## src/rtl/mst_sec_filter_pkg.sv

```systemverilog
package mst_sec_filter_pkg;

    typedef enum logic [1:0] {
        VD_ABORT  = 2'd0,
        VD_QUIET  = 2'd1,
        VD_FWD_S  = 2'd2,
        VD_FWD_NS = 2'd3
    } verdict_e;

    typedef enum logic [1:0] {
        ST_IDLE   = 2'd0,
        ST_ISSUE  = 2'd1,
        ST_AWAIT  = 2'd2,
        ST_REFUSE = 2'd3
    } flt_state_e;

    localparam int SIZE_W = 2;

endpackage

```

## src/rtl/mst_sec_decide.sv

```systemverilog
module mst_sec_decide
    import mst_sec_filter_pkg::*;
(
    input  logic     exempt,
    input  logic     addr_ns,
    input  logic     master_ns,
    input  logic     err_resp,
    output verdict_e verdict
);
    always_comb begin
        if (exempt) begin
            verdict = master_ns ? VD_FWD_NS : VD_FWD_S;
        end else if (addr_ns) begin
            verdict = VD_FWD_NS;
        end else if (!master_ns) begin
            verdict = VD_FWD_S;
        end else begin
            verdict = err_resp ? VD_ABORT : VD_QUIET;
        end
    end
endmodule

```

## src/rtl/mst_sec_irq.sv

```systemverilog
module mst_sec_irq (
    input  logic clk,
    input  logic rst_n,
    input  logic set_req,
    input  logic clr_lvl,
    output logic status
);
    always_ff @(posedge clk or negedge rst_n) begin
        if (!rst_n) begin
            status <= 1'b0;
        end else if (clr_lvl) begin
            status <= 1'b0;
        end else if (set_req) begin
            status <= 1'b1;
        end
    end
endmodule

```

## src/rtl/mst_sec_hold.sv

```systemverilog
module mst_sec_hold
    import mst_sec_filter_pkg::*;
#(
    parameter int AW = 32,
    parameter int DW = 64
) (
    input  logic              clk,
    input  logic              rst_n,
    input  logic              load,
    input  logic [AW-1:0]     addr_in,
    input  logic [DW-1:0]     wdata_in,
    input  logic [SIZE_W-1:0] size_in,
    input  logic              write_in,
    input  verdict_e          verdict_in,
    output logic [AW-1:0]     addr_q,
    output logic [DW-1:0]     wdata_q,
    output logic [SIZE_W-1:0] size_q,
    output logic              write_q,
    output verdict_e          verdict_q
);
    always_ff @(posedge clk or negedge rst_n) begin
        if (!rst_n) begin
            addr_q    <= '0;
            wdata_q   <= '0;
            size_q    <= '0;
            write_q   <= 1'b0;
            verdict_q <= VD_QUIET;
        end else if (load) begin
            addr_q    <= addr_in;
            wdata_q   <= wdata_in;
            size_q    <= size_in;
            write_q   <= write_in;
            verdict_q <= verdict_in;
        end
    end
endmodule

```

## src/rtl/mst_sec_filter.sv

```systemverilog
module mst_sec_filter
    import mst_sec_filter_pkg::*;
#(
    parameter int AW = 32,
    parameter int DW = 64
) (
    input  logic              clk,
    input  logic              rst_n,
    input  logic              cfg_master_ns,
    input  logic              cfg_err_resp,
    input  logic              irq_clr,
    input  logic              up_req_valid,
    output logic              up_req_ready,
    input  logic [AW-1:0]     up_addr,
    input  logic [DW-1:0]     up_wdata,
    input  logic [SIZE_W-1:0] up_size,
    input  logic              up_write,
    output logic              up_rsp_valid,
    output logic [DW-1:0]     up_rdata,
    output logic              up_rsp_err,
    output logic [AW-1:0]     lk_addr,
    input  logic              lk_exempt,
    input  logic              lk_ns,
    output logic              dn_req_valid,
    input  logic              dn_req_ready,
    output logic [AW-1:0]     dn_addr,
    output logic [DW-1:0]     dn_wdata,
    output logic [SIZE_W-1:0] dn_size,
    output logic              dn_write,
    output logic              dn_secure,
    input  logic              dn_rsp_valid,
    input  logic [DW-1:0]     dn_rdata,
    input  logic              dn_rsp_err,
    output logic              irq
);
    flt_state_e state_q, state_d;
    verdict_e   verdict_now, verdict_q;
    logic       accept;
    logic       forward_now;

    assign lk_addr     = up_addr;
    assign accept      = (state_q == ST_IDLE) && up_req_valid;
    assign forward_now = (verdict_now == VD_FWD_S) || (verdict_now == VD_FWD_NS);

    mst_sec_decide u_decide (
        .exempt    (lk_exempt),
        .addr_ns   (lk_ns),
        .master_ns (cfg_master_ns),
        .err_resp  (cfg_err_resp),
        .verdict   (verdict_now)
    );

    mst_sec_hold #(.AW(AW), .DW(DW)) u_hold (
        .clk        (clk),
        .rst_n      (rst_n),
        .load       (accept),
        .addr_in    (up_addr),
        .wdata_in   (up_wdata),
        .size_in    (up_size),
        .write_in   (up_write),
        .verdict_in (verdict_now),
        .addr_q     (dn_addr),
        .wdata_q    (dn_wdata),
        .size_q     (dn_size),
        .write_q    (dn_write),
        .verdict_q  (verdict_q)
    );

    mst_sec_irq u_irq (
        .clk     (clk),
        .rst_n   (rst_n),
        .set_req (accept && (verdict_now == VD_ABORT)),
        .clr_lvl (irq_clr),
        .status  (irq)
    );

    // state register
    always_ff @(posedge clk or negedge rst_n) begin
        if (!rst_n) begin
            state_q <= ST_IDLE;
        end else begin
            state_q <= state_d;
        end
    end

    // next state
    always_comb begin
        state_d = state_q;
        unique case (state_q)
            ST_IDLE: begin
                if (up_req_valid) begin
                    state_d = forward_now ? ST_ISSUE : ST_REFUSE;
                end
            end
            ST_ISSUE: begin
                if (dn_req_ready) begin
                    state_d = ST_AWAIT;
                end
            end
            ST_AWAIT: begin
                if (dn_rsp_valid) begin
                    state_d = ST_IDLE;
                end
            end
            ST_REFUSE: state_d = ST_IDLE;
            default:   state_d = ST_IDLE;
        endcase
    end

    // outputs
    always_comb begin
        up_req_ready = 1'b0;
        dn_req_valid = 1'b0;
        up_rsp_valid = 1'b0;
        up_rdata     = '0;
        up_rsp_err   = 1'b0;
        unique case (state_q)
            ST_IDLE:  up_req_ready = 1'b1;
            ST_ISSUE: dn_req_valid = 1'b1;
            ST_AWAIT: begin
                up_rsp_valid = dn_rsp_valid;
                up_rdata     = dn_rdata;
                up_rsp_err   = dn_rsp_err;
            end
            ST_REFUSE: begin
                up_rsp_valid = 1'b1;
                up_rsp_err   = (verdict_q == VD_ABORT);
            end
            default: ;
        endcase
    end

    assign dn_secure = (verdict_q == VD_FWD_S);

endmodule

```

## config.mk

```make
export PLATFORM = sky130hd
export DESIGN_NAME = mst_sec_filter
export DESIGN_NICKNAME = d
export VERILOG_FILES = /design/src/rtl/mst_sec_filter_pkg.sv /design/src/rtl/mst_sec_decide.sv /design/src/rtl/mst_sec_irq.sv /design/src/rtl/mst_sec_hold.sv /design/src/rtl/mst_sec_filter.sv
export SDC_FILE = /design/constraint.sdc
export NUM_CORES = 1
export LEC_CHECK = 0
export ABC_AREA = 1
export ABC_CLOCK_PERIOD_IN_PS = 1800
export BUFFER_PORTS_ARGS = -buffer_cell sky130_fd_sc_hd__buf_2
export CORE_AREA = 2 2 145 147
export DETAILED_ROUTE_END_ITERATION = 10
export DIE_AREA = 0 0 147 149
export GPL_TIMING_DRIVEN = 0
export PLACE_DENSITY = 0.6
export SETUP_SLACK_MARGIN = 0.4
export SLEW_MARGIN = 30
export SYNTH_ARGS = -nofsm -noshare
export SYNTH_HDL_FRONTEND = slang
export SYNTH_HIERARCHICAL = 1
export SYNTH_SLANG_ARGS = --single-unit
```

## constraint.sdc

```tcl
create_clock -name clk -period 1.8 [get_ports clk]
set_clock_uncertainty 0.15 [all_clocks]
set_input_delay 0.18 -clock clk [delete_from_list [all_inputs] [get_ports clk]]
set_output_delay 0.18 -clock clk [all_outputs]
set_load 0.02 [all_outputs]
```

## Yosys cells after proc, flatten, opt, wreduce, memory -nomap -nowiden

Index checks and enable logic that the tools add are counted.

- Output and inout bits: 201
- Bits in registers: 104
- Input port bits: 174
- Word-level logic and storage cells: 41

- Reductions and logical operators: 8
- Eq/ne operators: 9
- Mux-type cells: 17

Operators with widths:

| operator | count |
|---|---|
| 2-to-1 mux 64 bit | 1 |
| 2-to-1 mux 2 bit | 7 |
| == test 2 bit, second input constant | 5 |
| one-hot mux 2 bit (4 select lines) | 1 |
| zero test 2 bit | 3 |
| 2-to-1 mux 1 bit | 6 |
| inequality test 2 bit, second input constant | 3 |
| one-hot mux 1 bit (2 select lines) | 2 |
| AND reduction 3 bit | 1 |
| == test 2 x 1 -> 1 bit, second input constant | 1 |
| logical AND 1 bit | 2 |
| nonzero test 2 bit | 1 |
| logical OR 1 bit | 1 |

## Logic depth before layout (Yosys ltp)

- Depth after elaboration: 9
- Mapped depth: 9
- Depth with buffers taken out: 7

## Hierarchy

The synthesis kept the hierarchy.

Modules (own cells, without submodules):

| module | times used | sequential area each (sq um) | area each (sq um) | cells each |
|---|---|---|---|---|
| mst_sec_hold | 1 | 2,528.7 | 3,863.7 | 427 |
| mst_sec_filter | 1 | 50.0 | 999.7 | 196 |
| mst_sec_irq | 1 | 25.0 | 32.5 | 3 |
| mst_sec_decide | 1 | 0.0 | 28.8 | 6 |

## Least setup slack after synthesis

OpenSTA, ideal clock, no wires.

- Path type: register to register
- From: register state_q[1]
- To: register u_hold.addr_q[0]
- Stages on the path, launching flop included: 10
- Clock period less this slack: 1,560 ps
- Arrival: 1,293 ps
- Data required time: 1,533 ps
- Path buffers: 3
- Library setup time: 117 ps
- Slack: 240 ps
- Cells stage by stage: dfrtp_1 buf_4 nor2_4 nand2_1 inv_1 inv_2 buf_4 buf_6 nand2_1 nand2_1

- Longest elaborated chain between the ends: 2

Ends and longest elaborated chain:

| item | RTL line | text |
|---|---|---|
| start, declared | mst_sec_filter.sv:36 | `flt_state_e state_q, state_d;` |
| start signal, assigned | mst_sec_filter.sv:82 | `state_q <= state_d;` |
| zero test 2 bit | mst_sec_filter.sv:42 | `assign accept = (state_q == ST_IDLE) && up_req_valid;` |
| logical AND 1 bit | mst_sec_filter.sv:42 |  |
| via accept | mst_sec_filter.sv:38 | `logic accept;` |
| end signal, assigned | mst_sec_hold.sv:29 | `addr_q <= addr_in;` |
| end, declared | mst_sec_hold.sv:15 | `output logic [AW-1:0] addr_q,` |

The timed path passes the listed nets, and every way through them passes these cells.
A chain may end at the register's enable or synchronous reset.

## Worst setup path in the final report

- From: register state_q[0]
- To: output port up_rdata[37]

- Longest elaborated chain between the ends: 2

Ends and longest elaborated chain:

| item | RTL line | text |
|---|---|---|
| == test 2 bit | mst_sec_filter.sv:117 | `unique case (state_q)` |
| 2-to-1 mux 64 bit | mst_sec_filter.sv:117 |  |
| end, declared | mst_sec_filter.sv:19 | `output logic [DW-1:0] up_rdata,` |

Every way passes these cells.

==> metrics <==
status complete, no violations; top cell type's share of synthesized area 52.3%; commonest non-fill, non-tap cell in the layout buf_2; H-tree depth 3; Critical Path RT 1.47 ns; fillcell total 2041; synthesized flop and latch total 104; ANT cells 0; average vias per placed instance 3.99; Area Overhead vs Synth 91.2%; gp weighted congestion 0.836; Worst EP arrival 1.37 ns; Initial Util 24.0%; Reg clk slew, reported paths 0.07 ns; CTS tree done; placed instance area 7330 sq um; Row Count 53; CP bufs+invs 3; via count 5670; CP max-delay cell dfrtp_1; final core utilization 45.8%; clock tree buffer depth 2; commonest non-fill, non-tap cells in the layout 314 x buf_2, 310 x nand2_1, 103 x dfrtp_1; top cells by area, synth dfrtp_1 52%, nand2_1 24%, buf_4 6.7%; DRT Pass-1 Iters 4; Routed WL 20500 microns; worst reg2reg path depth 9; Sink Count 104; cell accounting for the most synthesized area dfrtp_1; crit path max fanout 10; setup TNS 0 ns; Worst path depth 5; Num CTS Buffers 9; CP top delay family buffers and inverters; first-pass GRT wire length 29300 microns; Final Cycle Share 94.3%; clock root buffer master clkbuf_16; worst path cell trace inv_4 > nand2_8 > buf_8 > nor2_2 > buf_6; CP startpoint state_q[0]; Placed Cells incl. Taps 1282; peak supply drop 0.000869 V; Max Fclk 589 MHz; die height 149 microns; Layout Cells excl Fill 1420; mean area per synthesized cell 7.79 sq um; post-synthesis sequential area ratio 52.9%; Final min period 1.70 ns; Crit Path Category flop to output port; DPL Wire Length 14300 microns; sequential cell area 2600 sq um; met1 Track Usage GR 18.9%; largest net degree at the start of global routing 55; fin nets 1315; Final setup viols 0; worst hold path class primary input to flop; clk_lat worst skew 0.34 ns; crit end category output port; CP endpoint up_rdata[37]; total global routing overflow 0; GRT Overall Usage 17.4%; WHS 0.0584 ns; grt peak-use layer met2; CP max stage delay 0.42 ns; Core Region 20600 sq um; area of the die 21900 sq um; 1st-iter DRT viols 173; synthesized cell area 4920 sq um; Avg WL per Cell 14.4 microns; die width 147 microns; worst reg2reg path startpoint state_q[0]; YS warnings 6; PD cells 1540 nW/um^2; Syn Inst Count 632; initial antenna violation count 0; crit path launch type flop; setup slack, reg-to-reg 0.11 ns; Hold Fails Final Rpt 0; Netlist cell types 19; IO Count 375; layout cells sized above 1 47.5%; grt met2 use 31.4%; max_cap viols 0; Leakage 5.50 nW; reg-to-reg endpoint u_hold/wdata_q[34]; slew margin rel. 73.0%; vias in the first global route 5446; multi-input logic area 1730 sq um; post-route cell area 9420 sq um; Antenna Nets Post-Route 0; Port Buffer Count 374; RSZ-0062 raised after global routing true; Mapped Nets 806; Tightest Pin Transition 0.405 ns; DRC 0; Global Route met3 Usage 4.53%; Final Slew Violations 0
==> routing by layer <==
metal	share of wire, %	vias up
met5	0	-
met4	5.0	0
met3	7.1	39
met2	51	272
met1	37	2550
li1	-	2809
==> registers in the layout (all words and copies together) (netlist names) <==
signal            flops
u_hold/addr_q        32
u_hold/wdata_q       64
u_irq/status          1
u_hold/verdict_q      2
state_q               2
u_hold/size_q         2
u_hold/write_q        1
==> report_power, final <==
| part | internal [W] | total, W | switching, W |
|---|---|---|---|
| registers | 0.00346 | 0.00406 | 0.000608 |
| logic | 0.00353 | 0.00857 | 0.00504 |
| clock network | 0.000955 | 0.00190 | 0.000948 |
==> tightest hold or removal path: cells and delay by family <==
kind	cells	cell delay [ns]
AND/OR/NAND/NOR	3	0.19
buffers and inverters	3	0.15
==> worst min-delay path by stage <==
stage | start | cells after the start | endpoint
3_5_place_dp | rst_n | 1 | u_hold/addr_q[13]
4_1_cts | dn_rsp_valid | 6 | state_q[1]
3_3_place_gp | irq_clr | 2 | u_irq/status
5_1_grt | lk_ns | 5 | u_hold/verdict_q[0]
6_report | dn_rsp_valid | 6 | state_q[1]
2_1_floorplan | rst_n | 0 | state_q[0]
==> Yosys cell counts, drive strengths merged <==
cell type	count
buf	61
nor2	69
dfstp	1
nand3	4
o21ai	1
nand2	315
inv	74
a21oi	1
nand3b	2
nor3	1
dfrtp	103
==> logic make-up after synthesis <==
group                  Yosys count  synth area share [%]
AOI/OAI and AO/OA                2                 0.203
and+or+nand+nor                391                  30.9
DFF                            104                  52.9
buffers and inverters          135                  16.1
==> layout make-up <==
cell class / instances / share of cell area (%)
buffer: 61 / 6.80
clock buffer: 9 / 2.39
clock inverter: 6 / 0.585
inverter: 74 / 3.03
multi-input combinational: 394 / 18.4
sequential: 104 / 27.7
tap: 275 / 3.65
timing repair buffer: 497 / 37.5
==> through the flow <==
stage / setup slack (ns) / total power, W
3_5_place_dp: 0.0796 / 0.0112
6_report: 0.102 / 0.0145
4_1_cts: 0.0672 / 0.0142
3_3_place_gp: -0.903 / 0.0111
5_1_grt: 0.0425 / 0.0155
2_1_floorplan: 0.311 / 0.00852
==> what timing repair did <==
item	CTS	global route
endpoints found under the hold margin	204	0
gates cloned	6	4
pin swaps	2	2
resized for setup	57	69
setup endpoints to repair	170	171
setup buffers	9	2
hold buffers	102	0
(Power assumes the default switching activity.)
